File: config.mk
export PLATFORM = sky130hd
export DESIGN_NAME = pad_poller
export DESIGN_NICKNAME = d
export VERILOG_FILES = /design/src/rtl/pad_poll_pkg.sv /design/src/rtl/pad_tx_serial.sv /design/src/rtl/pad_rx_capture.sv /design/src/rtl/pad_poller.sv
export SDC_FILE = /design/constraint.sdc
export NUM_CORES = 1
export LEC_CHECK = 0
export BUFFER_PORTS_ARGS = -buffer_cell sky130_fd_sc_hd__buf_4
export CAP_MARGIN = 15
export CORE_UTILIZATION = 25
export DETAILED_ROUTE_END_ITERATION = 8
export SLEW_MARGIN = 25
export SYNTH_ARGS = -nofsm -noshare
export SYNTH_HDL_FRONTEND = slang
export SYNTH_SLANG_ARGS = --single-unit
File: constraint.sdc
create_clock -name clk -period 2.11 [get_ports clk]
set_clock_uncertainty 0.05 [all_clocks]
set_input_delay 0.211 -clock clk [delete_from_list [all_inputs] [get_ports clk]]
set_output_delay 0.211 -clock clk [all_outputs]
set_load 0.005 [all_outputs]
File: src/rtl/pad_poll_pkg.sv
package pad_poll_pkg;
   typedef enum logic [1:0] {
      PH_GAP = 2'd0,
      PH_TX  = 2'd1,
      PH_RX  = 2'd2
   } poll_phase_t;
endpackage

File: src/rtl/pad_tx_serial.sv
module pad_tx_serial #(
   parameter int CMD_W       = 8,
   parameter int QUARTER_CYC = 27
) (
   input  logic             clk,
   input  logic             rst_n,
   input  logic             go,
   input  logic [CMD_W-1:0] cmd,
   output logic             oe,
   output logic             done
);
   localparam int CW = $clog2(QUARTER_CYC);
   localparam int BW = $clog2(CMD_W + 1);

   generate
      if (QUARTER_CYC < 4) begin : g_bad_quarter
         $error("pad_tx_serial: QUARTER_CYC must be at least 4");
      end
      if (CMD_W < 2) begin : g_bad_cmd
         $error("pad_tx_serial: CMD_W must be at least 2");
      end
   endgenerate

   logic             active;
   logic [CW-1:0]    cyc;
   logic [1:0]       qtr;
   logic [BW-1:0]    bidx;
   logic [CMD_W-1:0] sh;
   logic             q_end;
   logic             is_stop;

   assign q_end   = (cyc == CW'(QUARTER_CYC - 1));
   assign is_stop = (bidx == BW'(CMD_W));

   always_ff @(posedge clk or negedge rst_n) begin
      if (!rst_n) begin
         active <= 1'b0;
         cyc    <= '0;
         qtr    <= '0;
         bidx   <= '0;
         sh     <= '0;
         done   <= 1'b0;
      end else begin
         done <= 1'b0;
         if (go && !active) begin
            active <= 1'b1;
            cyc    <= '0;
            qtr    <= '0;
            bidx   <= '0;
            sh     <= cmd;
         end else if (active) begin
            if (q_end) begin
               cyc <= '0;
               qtr <= qtr + 2'd1;
               if (qtr == 2'd3) begin
                  if (is_stop) begin
                     active <= 1'b0;
                     done   <= 1'b1;
                  end else begin
                     bidx <= bidx + BW'(1);
                     sh   <= {sh[CMD_W-2:0], 1'b0};
                  end
               end
            end else begin
               cyc <= cyc + CW'(1);
            end
         end
      end
   end

   // quarter 0 low; data cells carry the bit in quarters 1-2; stop cell low through quarter 1
   always_comb begin
      oe = 1'b0;
      if (active) begin
         unique case (qtr)
            2'd0:    oe = 1'b1;
            2'd1:    oe = is_stop | ~sh[CMD_W-1];
            2'd2:    oe = ~is_stop & ~sh[CMD_W-1];
            default: oe = 1'b0;
         endcase
      end
   end
endmodule

File: src/rtl/pad_rx_capture.sv
module pad_rx_capture #(
   parameter int RESP_W      = 32,
   parameter int QUARTER_CYC = 27,
   parameter int TIMEOUT_CYC = 432,
   parameter bit MSB_FIRST   = 1'b1
) (
   input  logic              clk,
   input  logic              rst_n,
   input  logic              arm,
   input  logic              line_s,
   output logic              done,
   output logic              abort,
   output logic [RESP_W-1:0] data
);
   localparam int SMP = 2 * QUARTER_CYC;
   localparam int SW  = $clog2(SMP + 1);
   localparam int TW  = $clog2(TIMEOUT_CYC + 1);
   localparam int NW  = $clog2(RESP_W + 1);

   generate
      if (TIMEOUT_CYC <= 4 * QUARTER_CYC) begin : g_bad_timeout
         $error("pad_rx_capture: timeout must exceed one bit cell");
      end
   endgenerate

   logic              active;
   logic              line_d;
   logic              in_cell;
   logic [SW-1:0]     smp_cnt;
   logic [TW-1:0]     wait_cnt;
   logic [NW-1:0]     nbits;
   logic [RESP_W-1:0] sh_next;
   logic              fall;

   assign fall = line_d & ~line_s;
   assign data = sh_next_hold;

   logic [RESP_W-1:0] sh_next_hold;

   generate
      if (MSB_FIRST) begin : g_msb
         assign sh_next = {sh_next_hold[RESP_W-2:0], line_s};
      end else begin : g_lsb
         assign sh_next = {line_s, sh_next_hold[RESP_W-1:1]};
      end
   endgenerate

   always_ff @(posedge clk or negedge rst_n) begin
      if (!rst_n) begin
         active       <= 1'b0;
         line_d       <= 1'b1;
         in_cell      <= 1'b0;
         smp_cnt      <= '0;
         wait_cnt     <= '0;
         nbits        <= '0;
         sh_next_hold <= '0;
         done         <= 1'b0;
         abort        <= 1'b0;
      end else begin
         line_d <= line_s;
         done   <= 1'b0;
         abort  <= 1'b0;
         if (arm && !active) begin
            active   <= 1'b1;
            in_cell  <= 1'b0;
            wait_cnt <= '0;
            nbits    <= '0;
         end else if (active) begin
            if (fall) begin
               in_cell  <= 1'b1;
               smp_cnt  <= '0;
               wait_cnt <= '0;
            end else begin
               if (wait_cnt == TW'(TIMEOUT_CYC - 1)) begin
                  active  <= 1'b0;
                  abort   <= 1'b1;
                  in_cell <= 1'b0;
               end else begin
                  wait_cnt <= wait_cnt + TW'(1);
               end
               if (in_cell) begin
                  if (smp_cnt == SW'(SMP - 1)) begin
                     sh_next_hold <= sh_next;
                     in_cell      <= 1'b0;
                     nbits        <= nbits + NW'(1);
                     if (nbits == NW'(RESP_W - 1)) begin
                        done   <= 1'b1;
                        active <= 1'b0;
                     end
                  end else begin
                     smp_cnt <= smp_cnt + SW'(1);
                  end
               end
            end
         end
      end
   end

   assert_nbits_bound_R4: assert property (@(posedge clk) disable iff (!rst_n)
      active |-> (nbits < NW'(RESP_W)));
endmodule

File: src/rtl/pad_poller.sv
module pad_poller #(
   parameter int QUARTER_CYC   = 27,
   parameter int CMD_W         = 8,
   parameter int RESP_W        = 32,
   parameter int AXIS_W        = 8,
   parameter int POLL_CMD      = 1,
   parameter int TIMEOUT_CELLS = 4,
   parameter int GAP_CELLS     = 16,
   parameter bit MSB_FIRST     = 1'b1
) (
   input  logic                             clk,
   input  logic                             rst_n,
   input  logic                             line_in,
   output logic                             line_oe,
   output logic [RESP_W-2*AXIS_W-1:0]       buttons,
   output logic signed [AXIS_W-1:0]         stick_x,
   output logic signed [AXIS_W-1:0]         stick_y,
   output logic                             frame_upd
);
   import pad_poll_pkg::*;

   localparam int BTN_W       = RESP_W - 2 * AXIS_W;
   localparam int CELL_CYC    = 4 * QUARTER_CYC;
   localparam int TIMEOUT_CYC = TIMEOUT_CELLS * CELL_CYC;
   localparam int GAP_CYC     = GAP_CELLS * CELL_CYC;
   localparam int GW          = $clog2(GAP_CYC + 1);

   generate
      if (BTN_W < 1) begin : g_bad_resp
         $error("pad_poller: RESP_W must exceed two axis fields");
      end
      if (GAP_CELLS < 2) begin : g_bad_gap
         $error("pad_poller: GAP_CELLS must be at least 2");
      end
   endgenerate

   poll_phase_t       phase;
   logic [GW-1:0]     gap_cnt;
   logic [1:0]        sync;
   logic              tx_go, tx_done;
   logic              rx_done, rx_abort;
   logic [RESP_W-1:0] rx_data;

   always_ff @(posedge clk or negedge rst_n) begin
      if (!rst_n) sync <= 2'b11;
      else        sync <= {sync[0], line_in};
   end

   assign tx_go = (phase == PH_GAP) && (gap_cnt == GW'(GAP_CYC - 1));

   pad_tx_serial #(.CMD_W(CMD_W), .QUARTER_CYC(QUARTER_CYC)) u_tx (
      .clk  (clk),
      .rst_n(rst_n),
      .go   (tx_go),
      .cmd  (CMD_W'(POLL_CMD)),
      .oe   (line_oe),
      .done (tx_done)
   );

   pad_rx_capture #(
      .RESP_W     (RESP_W),
      .QUARTER_CYC(QUARTER_CYC),
      .TIMEOUT_CYC(TIMEOUT_CYC),
      .MSB_FIRST  (MSB_FIRST)
   ) u_rx (
      .clk   (clk),
      .rst_n (rst_n),
      .arm   (tx_done),
      .line_s(sync[1]),
      .done  (rx_done),
      .abort (rx_abort),
      .data  (rx_data)
   );

   always_ff @(posedge clk or negedge rst_n) begin
      if (!rst_n) begin
         phase     <= PH_GAP;
         gap_cnt   <= '0;
         buttons   <= '0;
         stick_x   <= '0;
         stick_y   <= '0;
         frame_upd <= 1'b0;
      end else begin
         frame_upd <= 1'b0;
         unique case (phase)
            PH_GAP: begin
               if (tx_go) begin
                  phase   <= PH_TX;
                  gap_cnt <= '0;
               end else begin
                  gap_cnt <= gap_cnt + GW'(1);
               end
            end
            PH_TX: if (tx_done) phase <= PH_RX;
            PH_RX: begin
               if (rx_done) begin
                  buttons   <= rx_data[RESP_W-1 -: BTN_W];
                  stick_x   <= rx_data[2*AXIS_W-1 -: AXIS_W];
                  stick_y   <= rx_data[AXIS_W-1:0];
                  frame_upd <= 1'b1;
                  phase     <= PH_GAP;
                  gap_cnt   <= '0;
               end else if (rx_abort) begin
                  phase   <= PH_GAP;
                  gap_cnt <= '0;
               end
            end
            default: phase <= PH_GAP;
         endcase
      end
   end

   assert_drive_only_tx_R3: assert property (@(posedge clk) disable iff (!rst_n)
      line_oe |-> (phase == PH_TX));
   assert_fields_hold_R6: assert property (@(posedge clk) disable iff (!rst_n)
      !frame_upd |-> $stable({buttons, stick_x, stick_y}));
   assert_upd_single_R6: assert property (@(posedge clk) disable iff (!rst_n)
      frame_upd |=> !frame_upd);
   assert_abort_quiet_R7: assert property (@(posedge clk) disable iff (!rst_n)
      rx_abort |=> !frame_upd);
endmodule

==> reports/qor.yml, run 1 <==
outcome: "finished clean"
maximum_clock_insertion_buffer_count: 2
max_capacitance_violation_count: 0
worst_r2r_path_depth: 7
grt_pass1_wl_um: 19200
ant_nets: 0
synth.cell_area_um2: 5620
die_area_um2: 23100
antenna_violations_before_repair: 0
maxSlewViolCount: 0
starting_density_of_the_core_pct: 25.6
synth_seq_cells: 127
critical_path.max_fanout: 4
synth_top_cells_by_count: "dfrtp_1 (124), nand2_1 (124), mux2_1 (26)"
dominant_synthesized_flop_cell: "dfrtp_1"
tritoncts: "built"
min_period_over_period_pct: 94.7
timing.critical_path.required_ps: 1850
detail_route.drc_violations: 0
setup_repair_after_global_routing_missed_its_margin: "false"
most_area_hungry_cell_type_in_the_yosys_netlist: "dfrtp_1"
largest_net_degree_at_the_start_of_global_routing: 78
routed_wire_length_per_instance_um: 12.4
finalNetCount: 608
syn-num-nets: 548
worst_pin_slew_ps: 521
ff2ff_setup_slack_ps: 120
std_cell_rows: 54
cp-startpoint: "u_tx.bidx[0]$_DFFE_PN0P_"
worstPathArrival_ps: 1740
place_inst: 847
setup_total_negative_slack_ps: 0
synth-edff-count: 0
ys.warnings.count: 0
finalCriticalPeriod_ps: 2000
max-slew-margin-rel_pct: 65.0
core_um2: 22000
drt_iter0_markers: 244
setup.worst_path.start_class: "flop"
worstReg2RegEnd: "u_rx.data[15]$_DFFE_PN0P_"
clk-insertion-delay-late_ps: 420
powerDensity_nw_per_um2: 768
min_path_type: "in -> async"
num_io_pins: 37
grt.overflow.total: 0
path_class: "reg -> out"
wirelength_um: 11000
placed_cell_area_um2: 6360
synth_seq_area_share_pct: 56.6
die_h_um: 152
async_flop_share_pct: 100
vias_per_cell: 4.47
antenna_cells_inserted: 0
die_width_um: 152
timing.rr.start: "u_rx.smp_cnt[1]$_DFFE_PN0P_"
cts-root-buf: "clkbuf_16"
fin_area_um2: 7000
drt_pre_antenna_iters: 4
vias: 3951
total_leakage_power_nw: 3.42
yosys_cell_types: 58
place.detailed.hpwl_um: 7190
global_route.usage.total_pct: 10.2
tritoncts.num_buffers: 17
finish.cell_count_without_fillers: 884
max_freq_mhz: 501
synthToLayoutAreaGrowth_pct: 24.5
timing_hold_violations_final: 0
synth.top_cells.by_area: "dfrtp_1 (55%), nand2_1 (8.3%), mux2_1 (5.2%)"
syn_avg_cell_area_um2: 10.6
max-vdd-ir-drop_v: 0.000369
setup_viol_count_final: 0
yosys.area.top_type_share_pct: 55.2
drive_above_1_share_pct: 19.0
io_buffer_count: 36
clkSlewWorstSetupHoldPaths_ps: 50
number_of_global_route_vias_before_repair: 4015
htreeDepth: 4
gp_congestion: 0.785
synth_cells: 531
finalPower_w: 0.00537
clock_sink_count: 127
cp-end-kind: "primary output"
==> worst max-delay path, cell delays in order (launching register included) <==
cell and delay, ps:
dfrtp_1 400, inv_1 70, ha_1 140, nand3b_1 150, a21oi_1 180, a21oi_1 60, o211a_1 200, buf_4 130
==> logic make-up after synthesis <==
logic type	count (synthesis)	synth area share [%]
simple gates	222	18.6
fa+ha+maj	14	3.12
mux	48	9.30
compound gates	67	7.74
flops	127	56.6
xor+xnor	8	1.25
buf+inv	45	3.38
==> report_power, final <==
group	switching [W]	total, W	internal (W)
logic	0.0000538	0.0000716	0.0000179
clock network	0.00109	0.00286	0.00177
registers	0.00000152	0.00244	0.00244
total	0.00114	0.00537	0.00423
==> layout make-up <==
class	instances	area [um^2]
timing repair buffer	66	556
clock inverter	13	138
multi-input combinational	359	2260
tap	280	350
fill	2238	15000
clock buffer	19	443
inverter	20	75.1
sequential	127	3180
==> cell usage in the layout (no fill, tap or decap), drive strengths merged, types with 2 or more instances in the layout <==
cell type / count
and2: 3
buf: 63
nand2: 124
nor2b: 2
o41ai: 2
o211ai: 2
a21o: 2
mux2i: 14
clkbuf: 20
dlygate4sd3: 2
clkinvlp: 3
a21oi: 14
or4: 5
o31ai: 4
o22ai: 6
o21ai: 18
dfstp: 3
mux2: 34
nand3b: 5
nor3b: 3
a311oi: 3
nor2: 26
inv: 23
clkinv: 5
dfrtp: 124
nand3: 16
xnor2: 7
and3: 2
ha: 14
nor3: 5
nand2b: 3
bufinv: 2
nor4: 5
a31oi: 4
a22o: 2
or3: 3
and4: 3
nand4: 11
==> through the flow <==
stage	util (%)	hold WS, ps	setup WS, ps
after floorplan	-	-135	99.0
after global placement	29.0	182	130
after detailed placement	29.0	188	110
after CTS	31.7	299	61.1
after global routing	31.9	314	8.17
final	31.9	285	112
==> registers in the layout, summed over array words and instances, names as in the netlist, 8 cells and up <==
register,cells
u_tx.sh,8
buttons,16
stick_y,8
stick_x,8
u_rx.data,32
u_rx.wait_cnt,9
gap_cnt,11
==> how the worst max path moves through the flow <==
stage / end / slack (ps) / cells past startpoint
global placement: u_rx.data[1]$_DFFE_PN0P_ / 130 / 7
CTS: line_oe / 60 / 7
finish: line_oe / 110 / 7
floorplan: u_rx.data[23]$_DFFE_PN0P_ / 100 / 8
detailed placement: u_rx.data[2]$_DFFE_PN0P_ / 110 / 7
global route: u_rx.data[27]$_DFFE_PN0P_ / 8 / 7
==> routing by layer <==
layer  track usage (%)  wire, um  vias up
met3              3.25       329       16
met4              4.62       190        0
li1                  -         -     1965
met1              12.7      5210     1928
met5                 0         0        -
met2              16.2      5230       42
==> what timing repair did <==
action                     in CTS  in global routing
gates resized for setup         0                  0
setup endpoints to repair       0                 19
hold endpoints to repair      125                  0
buffers inserted                0                  2
hold buffers                    2                  0
Power figures use the tool's default switching activity.
==> run 2, diff against run 1 <==
Settings changed: PLACE_DENSITY set to 0.44.
==> run 2 against run 1 <==
Compared with the run above: critical path type is now reg -> reg; wire length increased by 6.4%; first-iteration DRC count decreased by 39%; setup slack got worse by 19 ps; highest routed layer unchanged; maximum frequency decreased by 0.95%; largest power group unchanged; critical endpoint is now u_rx.data[15]$_DFFE_PN0P_; non-clock buffer count decreased by 5; combinational power increased by 1%; total power decreased by 1.7%; clock-buffer cell count decreased by 2; the run now ends with design-rule violations left; flip-flop and latch count unchanged; cell count decreased by 0.68%; core utilization decreased by 0.21 points.
==> reports/qor.yml, run 2 (synthesis results as in run 1) <==
outcome: "finished, violations left"
starting_density_of_the_core_pct: 25.6  # unchanged
min_period_over_period_pct: 95.6  # +0.91 points
grt.overflow.total: 0  # unchanged
maxSlewViolCount: 0  # unchanged
worstPathArrival_ps: 2270  # +530 ps
antenna_cells_inserted: 0  # unchanged
detail_route.drc_violations: 2  # +2
max-vdd-ir-drop_v: 0.000366  # -0.85%
wirelength_um: 11700  # +6.4%
gp_congestion: 0.762  # -2.9%
timing_hold_violations_final: 0  # unchanged
combinationalPowerShare_pct: 1.4  # about the same
setup.worst_path.start_class: "flop"
global_route.usage.total_pct: 10.9  # +0.71 points
setup_repair_after_global_routing_missed_its_margin: "true"
failed_checks: "design-rule violations"
num_io_pins: 37  # unchanged
powerDensity_nw_per_um2: 760  # -1.0%
post-route-util_pct: 31.7  # -0.21 points
tritoncts.num_buffers: 17  # unchanged
die_area_um2: 23100  # unchanged
cts-root-buf: "clkbuf_16"
power.switching_fraction_pct: 22.5  # +1.2 points
worst_pin_slew_ps: 594  # +73.2 ps
drt_pre_antenna_iters: 6  # +2
max_freq_mhz: 496  # -0.95%
ff2ff_setup_slack_ps: 90  # -30 ps
max_capacitance_violation_count: 0  # unchanged
tritoncts: "built"
maximum_clock_insertion_buffer_count: 2  # unchanged
max-slew-margin-rel_pct: 60.1  # -4.9 points
grt_pass1_wl_um: 20400  # +6.0%
largest_register_ffs: 32  # unchanged
clk-insertion-delay-late_ps: 410  # about the same
total_leakage_power_nw: 3.40  # -0.78%
place_inst: 843  # -0.47%
share_seq_of_total_power_pct: 46.2  # +0.7 points
timing.critical_path.required_ps: 2360  # +510 ps
synthToLayoutAreaGrowth_pct: 23.7
place.detailed.hpwl_um: 7840  # +9.0%
ant_nets: 0  # unchanged
critical_path.max_fanout: 10  # +6
total_switching_power_w: 0.00119  # +4.0%
antenna_violations_before_repair: 0  # unchanged
die_h_um: 152  # unchanged
io_buffer_count: 36  # unchanged
clock_power_share_pct: 52.4  # -0.8 points
cts_resized: 0  # unchanged
path_class: "reg -> reg"
power.internal_w: 0.00409  # -3.2%
clkSlewWorstSetupHoldPaths_ps: 60  # about the same
finish.cell_count_without_fillers: 878  # -0.68%
number_of_global_route_vias_before_repair: 4020  # +0.12%
largest_net_degree_at_the_start_of_global_routing: 50  # -36%
setup_viol_count_final: 0  # unchanged
finalCriticalPeriod_ps: 2020  # +19.1 ps
htreeDepth: 4  # unchanged
finalNetCount: 603  # -0.82%
drt_iter0_markers: 148  # -39%
layout_common_cells: "nand2_1 (124), dfrtp_1 (124), buf_4 (54)"
drive_above_1_share_pct: 18.4  # -0.65 points
die_width_um: 152  # unchanged
core_um2: 22000  # unchanged
clock_sink_count: 127  # unchanged
cp-end-kind: "flop"
vias_per_cell: 4.50  # +0.66%
routed_wire_length_per_instance_um: 13.3  # +7.2%
std_cell_rows: 54  # unchanged
setup_total_negative_slack_ps: 0  # unchanged
vias: 3950  # -0.025%
min_path_type: "in -> async"
run 2: cell types whose count changed in the layout (fill, tap and decap cells not counted):
| cell | change |
|---|---|
| clkbuf_8 | -1 |
| inv_8 | +1 |
| bufinv_16 | -1 |
| buf_4 | -6 |
| clkinvlp_4 | -2 |
| inv_6 | +2 |
| clkinv_4 | +2 |
| clkinv_2 | -1 |
| clkbuf_1 | -1 |
| buf_12 | +1 |
run 2: final cells by class:
class	instances	area, um^2
sequential	127	3180
inverter	20	75.1
clock buffer	17	425
tap	280	350
multi-input combinational	359	2260
clock inverter	14	134
timing repair buffer	61	531
fill	2208	15000
run 2: path summary, 6_finish.rpt:
check,start,to,depth (start not counted)
max,u_rx.smp_cnt[1]$_DFFE_PN0P_,u_rx.data[15]$_DFFE_PN0P_,7
min,rst_n,u_rx.wait_cnt[1]$_DFFE_PN0P_,2
max reg2reg,u_rx.smp_cnt[1]$_DFFE_PN0P_,u_rx.data[15]$_DFFE_PN0P_,7
min reg2reg,sync[0]$_DFF_PN1_,sync[1]$_DFF_PN1_,0
max in group asynchronous,rst_n,u_tx.sh[7]$_DFFE_PN0P_,3
min in group clk,sync[0]$_DFF_PN1_,sync[1]$_DFF_PN1_,0
run 2: per-stage QoR:
stage | cell area (um^2) | worst slack, ps | hold slack (ps) | total power (W)
after CTS | 6920 | 26.8 | 269 | 0.00540
final | 6950 | 93.0 | 260 | 0.00528
after global placement | 6340 | 104 | 170 | 0.00256
after global routing | 6950 | -4.73 | 286 | 0.00551
after detailed placement | 6340 | 77.6 | 176 | 0.00256
after floorplan | 5620 | 99.0 | -135 | 0.00249
run 2: metal layers:
| metal | up-vias | GRT usage [%] | wire length [um] |
|---|---|---|---|
| met5 | - | 0 | 0 |
| met4 | 0 | 4.03 | 104 |
| met3 | 9 | 3.22 | 415 |
| met2 | 52 | 16.4 | 5400 |
| met1 | 1943 | 14.8 | 5740 |
| li1 | 1946 | - | - |
run 2: power by group through the flow:
stage	combinational, W	sequential [W]	clock, W
floorplan	0.00000667	0.00249	0
global placement	0.0000739	0.00249	0
detailed placement	0.0000755	0.00249	0
CTS	0.0000783	0.00244	0.00288
global route	0.0000864	0.00244	0.00298
finish	0.0000724	0.00244	0.00277
run 2: what timing repair did:
| item | CTS | global route |
|---|---|---|
| setup endpoints to repair | 0 | 6 |
| endpoints found under the hold margin | 31 | 0 |
| buffers inserted | 0 | 1 |
| hold buffers | 2 | 0 |
run 2: worst max-delay path, cell delays in order (launching register included):
cell       delay [ps]
dfrtp_1           390
inv_1              80
ha_1              140
nand2_1            70
or4_4             490
nor2_8            170
clkbuf_16         190
mux2_1            320
==> run 3, diff against run 2 <==
Settings changed: CORE_ASPECT_RATIO set to 1.75, PLACE_DENSITY 0.44 to 0.43.
Clock period 2.11 ns to 2.2 ns, I/O delays scaled along.
==> run 3 against run 2 <==
Compared with the run above: the run now ends clean; global-route usage up 0.39 points; wire length up 3.8%; die area up 0.11%; clock power up 12%; combinational power down 3.6%; final area up 0.76%; maximum frequency down 2.9%; core utilization up 0.077 points; flip-flop and latch count unchanged.
==> reports/qor.yml, run 3 (synthesis results as in run 1) <==
ff2ff_setup_slack_ps: 120  # +30 ps
worst_pin_slew_ps: 532  # -62.5 ps
crit_buf_inv: 2  # unchanged
finish.cell_count_without_fillers: 892  # +1.6%
cp-startpoint: "u_rx.smp_cnt[1]$_DFFE_PN0P_"
outcome: "finished clean"
critical-path-top-delay-family: "simple AND/OR/NAND/NOR gates"
setup_repair_after_global_routing_missed_its_margin: "false"
post-route-util_pct: 31.7  # +0.077 points
cts-root-buf: "clkbuf_16"
die_area_um2: 23100  # +0.11%
cp-end-kind: "flop"
finalCriticalPeriod_ps: 2080  # +61.1 ps
number_of_global_route_vias_before_repair: 4321  # +7.5%
drive_above_1_share_pct: 18.0  # -0.44 points
core_um2: 22100  # +0.51%
drt_pre_antenna_iters: 4  # -2
grt.overflow.total: 0  # unchanged
path_class: "reg -> reg"
timing.rr.start: "u_rx.smp_cnt[1]$_DFFE_PN0P_"
max_freq_mhz: 481  # -2.9%
finalPower_w: 0.00552  # +4.4%
antenna_violations_before_repair: 0  # unchanged
max_capacitance_violation_count: 0  # unchanged
worst_r2r_path_depth: 7  # unchanged
clock_sink_count: 127  # unchanged
htreeDepth: 4  # unchanged
min_path_type: "in -> async"
antenna_cells_inserted: 0  # unchanged
die_width_um: 115  # -24%
crit_cells: 7  # unchanged
tritoncts: "built"
postCtsSetupBuffers: 0  # unchanged
setup.worst_path.start_class: "flop"
io_buffer_count: 36  # unchanged
drt_iter0_markers: 165  # +11%
synthToLayoutAreaGrowth_pct: 24.6
vias_per_cell: 4.53  # +0.67%
routed_wire_length_per_instance_um: 13.6  # +2.2%
worstPathArrival_ps: 2330  # +60 ps
final_critical_path_setup_slack_ps: 122  # +28.9 ps
clk-insertion-delay-late_ps: 410  # about the same
largest_register_ffs: 32  # unchanged
setup_viol_count_final: 0  # unchanged
powerDensity_nw_per_um2: 788  # +3.6%
die_h_um: 200  # +32%
setup_total_negative_slack_ps: 0  # unchanged
max-vdd-ir-drop_v: 0.000555  # +52%
clkSlewWorstSetupHoldPaths_ps: 60  # about the same
critical_path.max_fanout: 35  # +25
wirelength_um: 12100  # +3.8%
cp_slowest_stage_delay_ps: 500  # about the same
detail_route.drc_violations: 0  # -2
gp_congestion: 0.745  # -2.2%
tritoncts.num_buffers: 17  # unchanged
filler_cell_count: 2270  # +2.8%
timing_hold_violations_final: 0  # unchanged
total_leakage_power_nw: 3.41  # +0.47%
max-slew-margin-rel_pct: 64.3  # +4.2 points
cts_resized: 0  # unchanged
starting_density_of_the_core_pct: 25.5  # -0.13 points
std_cell_rows: 72  # +33%
post-place-ws_ps: 121  # +43.7 ps
largest_net_degree_at_the_start_of_global_routing: 48  # -4.0%
maximum_clock_insertion_buffer_count: 2  # unchanged
layout_common_cells: "nand2_1 (124), dfrtp_1 (124), buf_4 (55)"
global_route.usage.total_pct: 11.3  # +0.39 points
timing.critical_path.cells: "inv_1 -> ha_1 -> nand2_1 -> or4_4 -> nor2_8 -> buf_12 -> mux2_2"
ant_nets: 0  # unchanged
place_inst: 859  # +1.9%
vias: 4040  # +2.3%
place.detailed.hpwl_um: 8410  # +7.3%
finalNetCount: 601  # -0.33%
timing.critical_path.required_ps: 2450  # +90 ps
grt_pass1_wl_um: 20600  # +1.3%
timing.critical_path.slowest_stage_cell: "or4_4"
min_period_over_period_pct: 94.5  # -1.1 points
maxSlewViolCount: 0  # unchanged
num_io_pins: 37  # unchanged
==> run 3: cell types whose count changed in the layout (fill, tap and decap cells not counted), sizes merged <==
cell,previous run,this run
clkbuf,18,19
bufinv,1,5
inv,26,23
clkinv,6,3
buf,58,57
==> run 3: through the flow <==
step	area [um^2]	hold slack, ps
after CTS	7010	192
after detailed placement	6340	87.8
final	7010	188
after global routing	7010	219
after floorplan	5620	-126
after global placement	6340	84.9
==> run 3: worst reg2reg max path, stage by stage, from the launching register on <==
cell and delay (ps):
dfrtp_1 390, inv_1 80, ha_1 150, nand2_1 100
or4_4 500, nor2_8 120, buf_12 220, mux2_2 370
==> run 3: layout make-up <==
cell class / instances / area, um^2 / share of cell area (%)
clock buffer: 19 / 443 / 6.32
sequential: 127 / 3180 / 45.4
tap: 296 / 370 / 5.29
inverter: 20 / 75.1 / 1.07
multi-input combinational: 359 / 2260 / 32.2
timing repair buffer: 59 / 473 / 6.75
clock inverter: 12 / 206 / 2.95
==> run 3: what timing repair did <==
item	in CTS	in global routing
hold buffers	2	0
endpoints found under the hold margin	40	0
setup endpoints to repair	0	0
==> run 3: routing by layer <==
layer / up-vias / share of wire (%) / GRT usage (%)
li1: 1935 / - / -
met1: 2025 / 41 / 12.6
met2: 63 / 54 / 20.0
met3: 17 / 2.6 / 2.36
met4: 0 / 2.0 / 5.47
met5: - / 0 / 0
==> run 3: path summary, 6_finish.rpt <==
| path | end |
|---|---|
| worst max-delay path | u_rx.data[2]$_DFFE_PN0P_ |
| worst min-delay path | u_rx.data[24]$_DFFE_PN0P_ |
| worst max register to register | u_rx.data[2]$_DFFE_PN0P_ |
| worst min register to register | sync[1]$_DFF_PN1_ |
| max in group asynchronous | u_rx.line_d$_DFF_PN1_ |
| min in group clk | sync[1]$_DFF_PN1_ |
==> run 3: power by group <==
| part | switching (W) | leakage, nW | internal [W] | total, W |
|---|---|---|---|---|
| clock | 0.00106 | 0.314 | 0.00205 | 0.00310 |
| sequential | 0.00000144 | 1.75 | 0.00234 | 0.00234 |
| combinational | 0.0000530 | 1.35 | 0.0000168 | 0.0000698 |
